--- src/rtl/dbg_cmp_pkg.sv ---
// Shared types for the comparator group: type code encoding, control word
// layout and register indices. Assumes the register width is at least CTRL_W.
package dbg_cmp_pkg;
    typedef enum logic [1:0] {
        CT_IA_IA = 2'b00,
        CT_OA_OA = 2'b01,
        CT_OA_IA = 2'b10,
        CT_OA_DT = 2'b11
    } cmp_type_e;

    // Packed MSB first: bit 13 sx down to bits 1:0 ctype.
    typedef struct packed {
        logic      sx;
        logic      sw;
        logic      sr;
        logic      ux;
        logic      uw;
        logic      ur;
        logic      prot;
        logic      comb;
        logic [1:0] en_b;
        logic [1:0] en_a;
        cmp_type_e ctype;
    } ctrl_t;

    localparam int CTRL_W    = 14;
    localparam int FLAG_W    = 4;
    localparam int RA_CMP0   = 0;
    localparam int RA_CMP1   = 1;
    localparam int RA_CTRL   = 2;
    localparam int RA_STAT   = 3;
endpackage

--- src/rtl/dbg_cmp_regs.sv ---
// Register file: two comparator values, the control word and the sticky
// detect flags. Flags are set by the evaluator and cleared by writing ones;
// a set in the same cycle as a clear wins. Assumes W >= CTRL_W.
module dbg_cmp_regs
    import dbg_cmp_pkg::*;
#(
    parameter int W = 16
) (
    input  logic              clk,
    input  logic              rst_n,
    input  logic              reg_wr,
    input  logic [1:0]        reg_addr,
    input  logic [W-1:0]      reg_wdata,
    input  logic [FLAG_W-1:0] set_flags,
    output logic [W-1:0]      reg_rdata,
    output ctrl_t             ctrl,
    output logic [W-1:0]      cmp0,
    output logic [W-1:0]      cmp1,
    output logic [FLAG_W-1:0] flags
);
    logic [FLAG_W-1:0] clr_mask;

    // Clear mask from a write to the status register.
    always_comb begin
        clr_mask = '0;
        if (reg_wr && reg_addr == 2'(RA_STAT))
            clr_mask = reg_wdata[FLAG_W-1:0];
    end

    // Configuration and flag storage.
    always_ff @(posedge clk) begin
        if (!rst_n) begin
            cmp0  <= '0;
            cmp1  <= '0;
            ctrl  <= '0;
            flags <= '0;
        end else begin
            if (reg_wr && reg_addr == 2'(RA_CMP0)) cmp0 <= reg_wdata;
            if (reg_wr && reg_addr == 2'(RA_CMP1)) cmp1 <= reg_wdata;
            if (reg_wr && reg_addr == 2'(RA_CTRL)) ctrl <= ctrl_t'(reg_wdata[CTRL_W-1:0]);
            flags <= (flags & ~clr_mask) | set_flags;
        end
    end

    // Read multiplexer.
    always_comb begin
        case (reg_addr)
            2'(RA_CMP0): reg_rdata = cmp0;
            2'(RA_CMP1): reg_rdata = cmp1;
            2'(RA_CTRL): reg_rdata = W'(ctrl);
            default:     reg_rdata = W'(flags);
        endcase
    end
endmodule

--- src/rtl/dbg_cmp_match.sv ---
// Comparator datapath: selects each side's input from the type code, tests
// equality per side (qualified by source validity) and tests the fetch and
// operand addresses against the range [cmp0, cmp1).
module dbg_cmp_match
    import dbg_cmp_pkg::*;
#(
    parameter int W = 16
) (
    input  cmp_type_e    ctype,
    input  logic [W-1:0] ia,
    input  logic [W-1:0] oa,
    input  logic [W-1:0] dt,
    input  logic         fetch_v,
    input  logic         op_v,
    input  logic [W-1:0] cmp0,
    input  logic [W-1:0] cmp1,
    output logic [1:0]   hit,
    output logic         in_rng_i,
    output logic         in_rng_o
);
    logic [W-1:0] side_in [2];
    logic [1:0]   side_v;
    logic [W-1:0] side_ref [2];

    // Per-side input selection from the type code.
    always_comb begin
        case (ctype)
            CT_IA_IA: begin side_in[0] = ia; side_v[0] = fetch_v; end
            CT_OA_OA: begin side_in[0] = oa; side_v[0] = op_v;    end
            CT_OA_IA: begin side_in[0] = ia; side_v[0] = fetch_v; end
            default:  begin side_in[0] = dt; side_v[0] = op_v;    end
        endcase
        if (ctype == CT_IA_IA) begin
            side_in[1] = ia; side_v[1] = fetch_v;
        end else begin
            side_in[1] = oa; side_v[1] = op_v;
        end
        side_ref[0] = cmp0;
        side_ref[1] = cmp1;
    end

    for (genvar s = 0; s < 2; s++) begin : g_side
        assign hit[s] = side_v[s] && (side_in[s] == side_ref[s]);
    end

    assign in_rng_i = (ia >= cmp0) && (ia < cmp1);
    assign in_rng_o = (oa >= cmp0) && (oa < cmp1);
endmodule

--- src/rtl/dbg_cmp_eval.sv ---
// Decision logic: turns comparator hits into flag-set requests (independent
// or combined) and range results into a permission fault. Break request and
// fault are registered, one cycle after the access.
module dbg_cmp_eval
    import dbg_cmp_pkg::*;
(
    input  logic              clk,
    input  logic              rst_n,
    input  ctrl_t             ctrl,
    input  logic [1:0]        hit,
    input  logic              in_rng_i,
    input  logic              in_rng_o,
    input  logic              fetch_v,
    input  logic              op_rd,
    input  logic              op_wr,
    input  logic              op_rmw,
    input  logic              sup,
    output logic [FLAG_W-1:0] set_flags,
    output logic              brk_req,
    output logic              prot_fault
);
    logic ena, enb, pr, pw, px, need_r, need_w, op_v, chk_i, chk_o, fault_d;

    // Break flag requests from the hits.
    always_comb begin
        ena = |ctrl.en_a;
        enb = |ctrl.en_b;
        set_flags = '0;
        if (!ctrl.prot) begin
            if (ctrl.comb) begin
                if (ena && enb && hit[0] && hit[1]) set_flags = 4'b0101;
            end else begin
                if (enb && hit[0]) set_flags[0] = 1'b1;
                if (enb && hit[0]) set_flags[2] = 1'b1;
                if (ena && hit[1]) set_flags[1] = 1'b1;
                if (ena && hit[1]) set_flags[3] = 1'b1;
            end
        end
    end

    // Permission check against the range for the current privilege.
    always_comb begin
        pr     = sup ? ctrl.sr : ctrl.ur;
        pw     = sup ? ctrl.sw : ctrl.uw;
        px     = sup ? ctrl.sx : ctrl.ux;
        need_r = op_rd | op_rmw;
        need_w = op_wr | op_rmw;
        op_v   = op_rd | op_wr | op_rmw;
        chk_i  = (ctrl.ctype == CT_IA_IA) || (ctrl.ctype == CT_OA_IA);
        chk_o  = (ctrl.ctype == CT_OA_OA) || (ctrl.ctype == CT_OA_IA);
        fault_d = ctrl.prot &&
                  ((chk_i && fetch_v && !(in_rng_i && px)) ||
                   (chk_o && op_v && !(in_rng_o && (!need_r || pr) && (!need_w || pw))));
    end

    // Registered outputs.
    always_ff @(posedge clk) begin
        if (!rst_n) begin
            brk_req    <= 1'b0;
            prot_fault <= 1'b0;
        end else begin
            brk_req    <= |set_flags;
            prot_fault <= fault_d;
        end
    end
endmodule

--- src/rtl/dbg_cmp_group.sv ---
// Top of the comparator group: register file, comparator datapath and
// decision logic. One group, one range; no arbitration with other groups.
module dbg_cmp_group
    import dbg_cmp_pkg::*;
#(
    parameter int W = 16
) (
    input  logic              clk,
    input  logic              rst_n,
    input  logic              fetch_valid,
    input  logic [W-1:0]      fetch_addr,
    input  logic              op_rd,
    input  logic              op_wr,
    input  logic              op_rmw,
    input  logic [W-1:0]      op_addr,
    input  logic [W-1:0]      op_data,
    input  logic              sup_mode,
    input  logic              reg_wr,
    input  logic [1:0]        reg_addr,
    input  logic [W-1:0]      reg_wdata,
    output logic [W-1:0]      reg_rdata,
    output logic              brk_req,
    output logic [FLAG_W-1:0] brk_flags,
    output logic              prot_fault
);
    ctrl_t             ctrl;
    logic [W-1:0]      cmp0, cmp1;
    logic [FLAG_W-1:0] set_flags;
    logic [1:0]        hit;
    logic              in_rng_i, in_rng_o;
    logic              prot_en;
    logic [1:0]        cmp_type;

    assign prot_en  = ctrl.prot;
    assign cmp_type = ctrl.ctype;

    dbg_cmp_regs #(.W(W)) i_regs (
        .clk(clk), .rst_n(rst_n), .reg_wr(reg_wr), .reg_addr(reg_addr),
        .reg_wdata(reg_wdata), .set_flags(set_flags), .reg_rdata(reg_rdata),
        .ctrl(ctrl), .cmp0(cmp0), .cmp1(cmp1), .flags(brk_flags)
    );

    dbg_cmp_match #(.W(W)) i_match (
        .ctype(ctrl.ctype), .ia(fetch_addr), .oa(op_addr), .dt(op_data),
        .fetch_v(fetch_valid), .op_v(op_rd | op_wr | op_rmw),
        .cmp0(cmp0), .cmp1(cmp1), .hit(hit),
        .in_rng_i(in_rng_i), .in_rng_o(in_rng_o)
    );

    dbg_cmp_eval i_eval (
        .clk(clk), .rst_n(rst_n), .ctrl(ctrl), .hit(hit),
        .in_rng_i(in_rng_i), .in_rng_o(in_rng_o), .fetch_v(fetch_valid),
        .op_rd(op_rd), .op_wr(op_wr), .op_rmw(op_rmw), .sup(sup_mode),
        .set_flags(set_flags), .brk_req(brk_req), .prot_fault(prot_fault)
    );
endmodule

--- config.mk ---
export PLATFORM = sky130hd
export DESIGN_NAME = dbg_cmp_group
export DESIGN_NICKNAME = d
export VERILOG_FILES = /design/src/rtl/dbg_cmp_pkg.sv /design/src/rtl/dbg_cmp_regs.sv /design/src/rtl/dbg_cmp_match.sv /design/src/rtl/dbg_cmp_eval.sv /design/src/rtl/dbg_cmp_group.sv
export SDC_FILE = /design/constraint.sdc
export NUM_CORES = 1
export LEC_CHECK = 0
export BUFFER_PORTS_ARGS = -buffer_cell sky130_fd_sc_hd__buf_2
export CORE_MARGIN = 4
export CORE_UTILIZATION = 45
export DETAILED_ROUTE_END_ITERATION = 10
export HOLD_SLACK_MARGIN = 0.12
export PLACE_DENSITY = 0.64
export SYNTH_ARGS = -nofsm -noshare
export SYNTH_HDL_FRONTEND = slang
export SYNTH_SLANG_ARGS = --single-unit
--- constraint.sdc ---
create_clock -name clk -period 4.82 [get_ports clk]
set_input_delay 0.241 -clock clk [delete_from_list [all_inputs] [get_ports clk]]
set_output_delay 0.241 -clock clk [all_outputs]
set_load 0.005 [all_outputs]
==> results of run 1 <==
## stage by stage
stage | hold WS (ns) | instance area (um2) | setup slack, ns | instances
after detailed placement | 0.464 | 5280 | 2.09 | 818
after global routing | 0.185 | 5370 | 1.78 | 826
after global placement | 0.459 | 5280 | 2.24 | 818
after CTS | 0.177 | 5370 | 2.06 | 826
final | 0.177 | 5370 | 2.01 | 826
after floorplan | 0.377 | 4760 | 2.56 | 613
## cell families after synthesis
kind of cell | Yosys count | share of synthesized area [%]
adders and majority gates | 66 | 17.4
DFF | 52 | 21.9
and+or+nand+nor | 196 | 19.3
muxes | 40 | 9.54
buffers and inverters | 75 | 6.73
xor gates and xnor gates | 18 | 3.31
AOI/OAI and AO/OA | 166 | 21.9
## worst max-delay path, cell delays in order (launching register included)
cell	delay [ns]
dfxtp_1	0.42
ha_1	0.75
inv_1	0.38
o21a_1	0.27
mux2_1	0.29
nor4_2	0.30
nand4_2	0.17
o21ai_1	0.17
## layout make-up
| cell class | instances | area (um2) | area share, % |
|---|---|---|---|
| flip-flops and latches | 52 | 1040 | 19.4 |
| multi-input cells | 486 | 3400 | 63.2 |
| inverters | 46 | 173 | 3.21 |
| clock buffers | 7 | 86.3 | 1.61 |
| repair buffers | 98 | 498 | 9.27 |
| well taps | 136 | 170 | 3.17 |
| clock inverters | 1 | 7.51 | 0.140 |
## power by group through the flow
stage               logic [mW]  registers (mW)  clock network, mW
floorplan                0.192           0.461                  0
global placement         0.293           0.468                  0
detailed placement       0.299           0.468                  0
CTS                      0.301           0.458              0.264
global route             0.339           0.461              0.281
finish                   0.304           0.459              0.260
## sequential cells by signal, summed over array words and instances, names as in the netlist
register / count
i_eval.brk_req: 1
i_eval.prot_fault: 1
i_regs.cmp0: 16
i_regs.cmp1: 16
i_regs.ctrl: 14
i_regs.flags: 4
## worst max path at each step
stage	start	endpoint	slack (ns)	cells past startpoint
final	i_regs.ctrl[0]	i_regs.flags[0]	2.01	7
after global routing	i_regs.ctrl[0]	i_regs.flags[0]	1.78	7
after CTS	i_regs.ctrl[0]	i_regs.flags[0]	2.06	7
after detailed placement	i_regs.ctrl[0]	i_regs.flags[0]	2.09	7
after global placement	i_regs.ctrl[0]	i_regs.flags[2]	2.24	7
after floorplan	i_regs.ctrl[0]	i_regs.flags[0]	2.56	10
## routing by layer
layer | part of all wire (%) | vias to the layer above | global-route usage, % | routed length [um]
met1 | 46 | 2278 | 36.8 | 7460
met4 | 2.3 | 0 | 7.39 | 368
li1 | - | 2353 | - | -
met5 | 0 | - | 0 | 0
met2 | 46 | 181 | 42.0 | 7410
met3 | 6.4 | 27 | 3.44 | 1050
## cells in the mapped netlist (all sizes together), types with 9 or more instances
cell / number / area share (%)
inv: 46 / 3.6
buf: 12 / 1.8
a21oi: 69 / 7.3
nand2: 115 / 9.1
ha: 66 / 17
mux2i: 33 / 6.9
nand3: 15 / 1.6
dfxtp: 52 / 22
nand4: 15 / 2.1
o21a: 9 / 1.4
nor2: 13 / 1.0
xnor2: 17 / 3.1
nand2b: 11 / 1.4
o21ai: 29 / 3.0
a21o: 13 / 2.1
clkbuf: 17 / 1.3
## layout by cell type, fill, tap and decap left out, drive strengths merged, types with 4 or more instances in the layout
master  Yosys  routed
a221o       5       5
buf        12      98
a21o       13      13
a211o       4       4
clkbuf     17       7
mux2i      33      33
o21ai      29      29
ha         66      66
nor2b       5       5
dfxtp      52      52
inv        46      46
nor4        5       5
nand2     115     115
xnor2      17      17
nor3        5       5
mux4        4       4
a221oi      7       7
a21oi      69      69
o22ai       4       4
nand2b     11      11
nor2       13      13
nand3      15      15
nand4      15      15
o21a        9       9
==> results.yml, run 1 <==
pwr:
  power_frac_comb_pct: 29.7
  p_per_area_nw_per_um2: 190
  total_power_mw: 1.02
  power_frac_seq_pct: 44.8
  switchingPower_mw: 0.335
  p_leak_nw: 2.29
  internal_power_mw: 0.688
  swShare_pct: 32.8
  vdd_drop_max_mv: 0.196
  clkPwrFrac_pct: 25.4
grt:
  grt_overflow: 0
  grt_start_max_net_pins: 51
  grt_pass1_vias: 4756
  grt_usage_pct: 26.2
  antenna_found_initial: 0
  grt_pass1_wl_um: 26200
yosys:
  yosys_warnings: 0
  synth.distinct_cells: 60
  synth_seq_cells: 52
  synth.avg_cell_area_um2: 7.76
  ys_seq_area_share_pct: 21.9
  synth_edf_count: 0
  synth_ff_type: "dfxtp_1"
  syn_area_um2: 4760
  synth_nets: 753
  netlist_instances: 613
  async_flop_share_pct: 0
drt:
  initialDrtViolationCount: 312
  routedWlPerCell_um: 19.7
  drc: 0
  avgViaCountPerCell: 5.86
  dr.pass1.iters: 5
  final_antenna_net_count: 0
  wirelength_um: 16300
  vias: 4839
timing:
  max_freq_ghz: 0.355
  grt_setup_unrepaired: "false"
  finalCritPeriodShare_pct: 58.4
  worstMarginPinSlew_ns: 1.11
  finalCriticalPeriod_ns: 2.81
  fin_skew_ns: 0.00942
  drv_slew: 0
  hold_viol_final: 0
  finalSetupTns_ns: 0
  slew_headroom_pct: 25.7
  finalSetupViolCount: 0
status:
  status: "complete, no violations"
worst_setup_path:
  r2r_slack_ns: 2.01
  reg2reg_to: "i_regs.flags[0]"
  critical_path_class: "register to register"
  cp_max_fo: 24
  r2r-start: "i_regs.ctrl[0]"
  reg2regPathDepth: 7
  critPathLaunchType: "register"
  worstSetupEndpointType: "register"
  required_ns: 5.06
  cp.arrival_ns: 3.05
cts:
  cts_setup_buffers: 0
  cts_buffers: 5
  cts_buffer_depth: 2
  clockRootBuffer: "clkbuf_8"
  cts_resized: 0
  htree_levels: 2
  cts_tree: "built"
  hold_buffers: 0
  path_clk_slew_ns: 0.10
  clock-sinks: 52
  clkLatencyLatePin_ns: 0.31
die:
  ios: 96
  die_w_um: 111
  core_area_um2: 10300
  die_y_um: 111
  rows: 37
  die_area_um2: 12300
  initial_utilization_pct: 46.1
final_layout:
  drive_gt1_share_pct: 16.8
  fillers: 1053
  post-route-util_pct: 52.1
  final_nets: 829
  areaGrowthSynthToFinish_pct: 12.9
  antenna_cells: 0
place:
  finalWeightedCongestion: 0.952
  io_buffer_count: 95
  dp_hpwl_um: 13000
hold_path:
  holdPathEnd: "i_regs.ctrl[12]"
  hold_depth: 3
  hp-class: "input pin to register"
  hp-start: "reg_wdata[12]"
run:
  max_cap_violations: 0
Note: power is estimated with default switching activity, not from simulation.
==> inputs of run 2 (changes only) <==
==> constraint.sdc (replaced) <==
create_clock -name clk -period 2.85 [get_ports clk]
set_input_delay 0.1425 -clock clk [delete_from_list [all_inputs] [get_ports clk]]
set_output_delay 0.1425 -clock clk [all_outputs]
set_load 0.005 [all_outputs]
==> run 2 against run 1 <==
Against the previous run: register-to-register slack got worse by 1.6 ns; critical path type unchanged; largest power group unchanged; combinational power rose by 76%; highest routed layer unchanged; via count rose by 3.0%; critical endpoint is now i_eval.brk_req; first-iteration DRC count grew 8.3%.
==> results.yml, run 2 (synthesis results as in run 1) <==
place:
  pre_cts_ws_ns: 0.478
  finalWeightedCongestion: 0.984
  io_buffer_count: 95
  dp_hpwl_um: 13400
  dp_cells: 824
cts:
  cts_setup_buffers: 0
  htree_levels: 2
  clock-sinks: 52
  clkLatencyLatePin_ns: 0.31
  cts_tree: "built"
  cts_buffer_depth: 2
  cts_resized: 0
  path_clk_slew_ns: 0.09
  clockRootBuffer: "clkbuf_8"
  cts_buffers: 5
pwr:
  p_leak_nw: 2.39
  power_frac_seq_pct: 44.1
  swShare_pct: 32.8
  vdd_drop_max_mv: 0.310
  switchingPower_mw: 0.576
  power_frac_comb_pct: 30.4
  clkPwrFrac_pct: 25.4
  p_per_area_nw_per_um2: 315
  internal_power_mw: 1.18
  total_power_mw: 1.76
worst_setup_path:
  cp_slowest_cell: "nor4_1"
  r2r-start: "i_regs.ctrl[0]"
  worstSetupEndpointType: "register"
  critPathLaunchType: "register"
  reg2reg_to: "i_eval.brk_req"
  crit_start: "i_regs.ctrl[0]"
  required_ns: 3.09
  cp_max_fo: 32
  path_cells: "inv_1 > ha_1 > buf_4 > mux2i_1 > xnor2_1 > nand4_1 > nor4_1 > nand3_1 > o22ai_1"
  critical_path_class: "register to register"
  reg2regPathDepth: 9
  slowest_delay_ns: 0.41
  cp.arrival_ns: 2.66
  r2r_slack_ns: 0.43
drt:
  wirelength_um: 16800
  routedWlPerCell_um: 19.8
  vias: 4982
  dr.pass1.iters: 5
  final_antenna_net_count: 0
  initialDrtViolationCount: 338
  avgViaCountPerCell: 5.88
  drc: 0
grt:
  grt_usage_pct: 26.8
  antenna_found_initial: 0
  grt_pass1_vias: 4780
  grt_overflow: 0
  grt_start_max_net_pins: 50
  grt_pass1_wl_um: 26500
hold_path:
  hp-start: "rst_n"
  hold_depth: 3
  hp-class: "input pin to register"
  holdPathEnd: "i_regs.flags[0]"
die:
  die_w_um: 111
  initial_utilization_pct: 46.1
  core_area_um2: 10300
  die_area_um2: 12300
  rows: 37
  ios: 96
  die_y_um: 111
timing:
  worstMarginPinSlew_ns: 0.926
  finalSetupViolCount: 0
  fin_skew_ns: 0.00650
  max_freq_ghz: 0.413
  drv_slew: 0
  grt_setup_unrepaired: "false"
  finalCritPeriodShare_pct: 84.9
  finalCriticalPeriod_ns: 2.42
  finalHoldWorstSlack_ns: 0.160
  slew_headroom_pct: 37.8
  hold_viol_final: 0
  finalSetupTns_ns: 0
  fin_ws_ns: 0.431
final_layout:
  antenna_cells: 0
  final_cell_mix: "nand2_1 (115), buf_2 (95), a21oi_1 (69)"
  layout_commonest_cell: "nand2_1"
  final_nets: 851
  drive_gt1_share_pct: 17.1
  top_regs: "i_regs.cmp0 x16, i_regs.cmp1 x16, i_regs.ctrl x14"
  layout.cells.non_filler: 848
  areaGrowthSynthToFinish_pct: 17.2
run:
  max_cap_violations: 0
status:
  status: "complete, no violations"
## run 2: area by class of cell
class | count | area, um2
Clock buffer | 7 | 86.3
Sequential cell | 52 | 1040
Clock inverter | 1 | 7.51
Multi-Input combinational cell | 486 | 3400
Fill cell | 1027 | 4740
Timing Repair Buffer | 120 | 703
Inverter | 46 | 173
Tap cell | 136 | 170
## run 2: critical path, delay by kind of cell (launching register included)
kind	cells	cell delay, ns
xor+xnor	1	0.14
buf+inv	2	0.46
mux	1	0.28
flops	1	0.36
fa+ha+maj	1	0.16
compound gates	1	0.18
simple gates	3	0.75
## run 2: worst max path at each step
stage	cells after the start	end
3_5_place_dp	9	i_regs.flags[2]
4_1_cts	8	i_regs.flags[2]
6_report	9	i_eval.brk_req
2_1_floorplan	10	i_regs.flags[0]
3_3_place_gp	8	i_regs.flags[0]
5_1_grt	9	i_regs.flags[2]
## run 2: power by group through the flow
stage	registers (mW)	logic (mW)	clock network [mW]
final	0.775	0.534	0.447
after floorplan	0.780	0.324	0
after global placement	0.790	0.500	0
after global routing	0.778	0.592	0.483
after detailed placement	0.791	0.509	0
after CTS	0.774	0.528	0.450
## run 2: per-stage QoR
stage                     area (um2)  util (%)
after floorplan                 4760         -
after global placement          5330      51.6
after detailed placement        5330      51.6
after CTS                       5580      54.0
after global routing            5580      54.0
final                           5580      54.0
## run 2: layer usage
layer,part of all wire (%),wire [um],GRT usage [%]
met3,7.1,1190,2.40
met4,2.2,362,7.47
met5,0,0,0
met1,45,7600,38.2
met2,46,7650,43.2
## run 2: repair_timing
item | in CTS | in global routing
hold buffers | 16 | 0
setup endpoints to repair | 0 | 0
hold endpoints to repair | 46 | 0
==> inputs of run 3 (changes only) <==
--- a/config.mk
+++ b/config.mk
@@ -10,7 +10,7 @@
 export CORE_UTILIZATION = 45
 export DETAILED_ROUTE_END_ITERATION = 10
 export HOLD_SLACK_MARGIN = 0.12
-export PLACE_DENSITY = 0.64
+export PLACE_DENSITY = 0.67
 export SYNTH_ARGS = -nofsm -noshare
 export SYNTH_HDL_FRONTEND = slang
 export SYNTH_SLANG_ARGS = --single-unit
==> constraint.sdc (replaced) <==
create_clock -name clk -period 2.2 [get_ports clk]
set_input_delay 0.11 -clock clk [delete_from_list [all_inputs] [get_ports clk]]
set_output_delay 0.11 -clock clk [all_outputs]
set_load 0.005 [all_outputs]
==> run 3 against run 2 <==
Against the previous run: the flow now finishes with violations (setup timing); hold slack improved by 0.24 ns; critical path depth fell by 1; clock power rose by 24%; total power rose by 32%; die area did not move; maximum frequency rose by 7.8%; first-iteration DRC count rose by 10%; design area rose by 7.0%; routed wire length rose by 4.5%; cell count rose by 3.2%; utilization rose by 3.8 points; sequential share of layout area fell by 1.0 points; critical endpoint is now i_regs.flags[2].
==> results.yml, run 3 (synthesis results as in run 1) <==
worst_setup_path:
  worstSetupEndpointType: "register"
  reg2reg_to: "i_regs.flags[2]"
  cp_max_fo: 5
  critical_path_class: "register to register"
  critPathLaunchType: "register"
  reg2regPathDepth: 8
  cp.arrival_ns: 2.49
  required_ns: 2.44
  r2r_slack_ns: -0.04
  r2r-start: "i_regs.ctrl[1]"
  crit_start: "i_regs.ctrl[1]"
hold_path:
  holdPathEnd: "i_regs.flags[3]"
  hp-start: "reg_wr"
  hold_depth: 5
  hp-class: "input pin to register"
die:
  die_area_um2: 12300
  core_area_um2: 10300
  initial_utilization_pct: 46.1
  ios: 96
  die_w_um: 111
  die_y_um: 111
  rows: 37
status:
  failed_checks: "setup timing"
  status: "complete, but fails checks"
final_layout:
  layout.cells.non_filler: 875
  areaGrowthSynthToFinish_pct: 25.4
  top_regs: "i_regs.cmp0 x16, i_regs.cmp1 x16, i_regs.ctrl x14"
  final_nets: 879
  layout_commonest_cell: "nand2_1"
  antenna_cells: 0
  drive_gt1_share_pct: 24.2
  final_cell_mix: "nand2_1 (115), buf_2 (95), a21oi_1 (69)"
  fillers: 964
  final_cell_area_um2: 5970
pwr:
  p_leak_nw: 2.56
  vdd_drop_max_mv: 0.251
  p_per_area_nw_per_um2: 389
place:
  dp_hpwl_um: 14000
  io_buffer_count: 95
  placed_area_um2: 5530
  dp_cells: 848
  finalWeightedCongestion: 0.958
drt:
  initialDrtViolationCount: 373
  vias: 5140
  final_antenna_net_count: 0
  drc: 0
  wirelength_um: 17600
  avgViaCountPerCell: 5.87
  dr.pass1.iters: 5
  routedWlPerCell_um: 20.1
cts:
  clock-sinks: 52
  cts_tree: "built"
  htree_levels: 2
  path_clk_slew_ns: 0.09
  cts_buffer_depth: 2
  cts_buffers: 5
  clkLatencyLatePin_ns: 0.31
  clockRootBuffer: "clkbuf_8"
timing:
  slew_headroom_pct: 55.0
  hold_viol_final: 0
  finalCritPeriodShare_pct: 102
  max_freq_ghz: 0.446
  drv_slew: 0
  worstMarginPinSlew_ns: 0.676
  fin_ws_ns: -0.0444
  finalSetupViolCount: 3
  fin_skew_ns: 0.00296
  finalCriticalPeriod_ns: 2.24
  grt_setup_unrepaired: "true"
grt:
  grt_pass1_wl_um: 27400
  grt_usage_pct: 27.7
  grt_overflow: 0
  grt_start_max_net_pins: 50
  antenna_found_initial: 0
  grt_pass1_vias: 5021
run:
  max_cap_violations: 0
-- run 3: layer usage --
layer / vias up / share of wire [%] / global-route usage [%] / wire [um]
met2: 249 / 42 / 41.2 / 7420
met4: 0 / 3.7 / 11.4 / 650
met5: - / 0 / 0 / 0
li1: 2448 / - / - / -
met3: 40 / 7.8 / 5.35 / 1370
met1: 2403 / 46 / 39.0 / 8120
-- run 3: how the worst max path moves through the flow --
stage | endpoint | slack (ns) | cells past startpoint
3_3_place_gp | i_regs.flags[2] | -0.11 | 8
4_1_cts | i_regs.flags[2] | 0.007 | 8
6_report | i_regs.flags[2] | -0.04 | 8
3_5_place_dp | i_regs.flags[0] | -0.14 | 8
5_1_grt | i_regs.flags[0] | -0.11 | 8
2_1_floorplan | i_regs.flags[0] | 0.05 | 10
-- run 3: layout make-up --
type                       count  area [um2]  share of cell area, %
multi-input combinational    487        3540                   59.3
sequential                    52        1050                   17.6
timing repair buffer         147         941                   15.8
inverter                      46         178                   2.98
tap                          136         170                   2.85
clock buffer                   5        68.8                   1.15
clock inverter                 2        16.3                  0.272
-- run 3: where the power goes --
group	switching (mW)	total, mW	leakage (nW)	internal (mW)
logic	0.432	0.776	2.10	0.344
clock network	0.330	0.553	0.0406	0.222
registers	0.0255	0.994	0.426	0.969
-- run 3: stage by stage --
stage / hold slack [ns] / TNS [ns] / setup WS (ns) / util, % / power, mW
after floorplan: 0.246 / 0 / 0.0491 / - / 1.43
after global placement: 0.374 / -0.321 / -0.108 / 53.6 / 1.70
after detailed placement: 0.381 / -0.444 / -0.140 / 53.6 / 1.71
after CTS: 0.122 / 0 / 0.00687 / 56.1 / 2.29
after global routing: 0.393 / -0.374 / -0.106 / 57.8 / 2.45
final: 0.398 / -0.122 / -0.0444 / 57.8 / 2.32
-- run 3: critical path, cell delays in order (launching register included) --
cell and delay [ns]:
dfxtp_4 0.39, inv_4 0.05, ha_4 0.17, or2_4 0.28, a221oi_4 0.27, mux2_4 0.34
nor4_4 0.29, nand4_2 0.21, o21ai_1 0.18
-- run 3: timing repair --
action	CTS	global route
endpoints found under the hold margin	46	1
setup endpoints to repair	6	6
pin swaps	0	8
cloned	0	1
gates resized for setup	4	41
hold buffers	16	1
buffers inserted	0	2
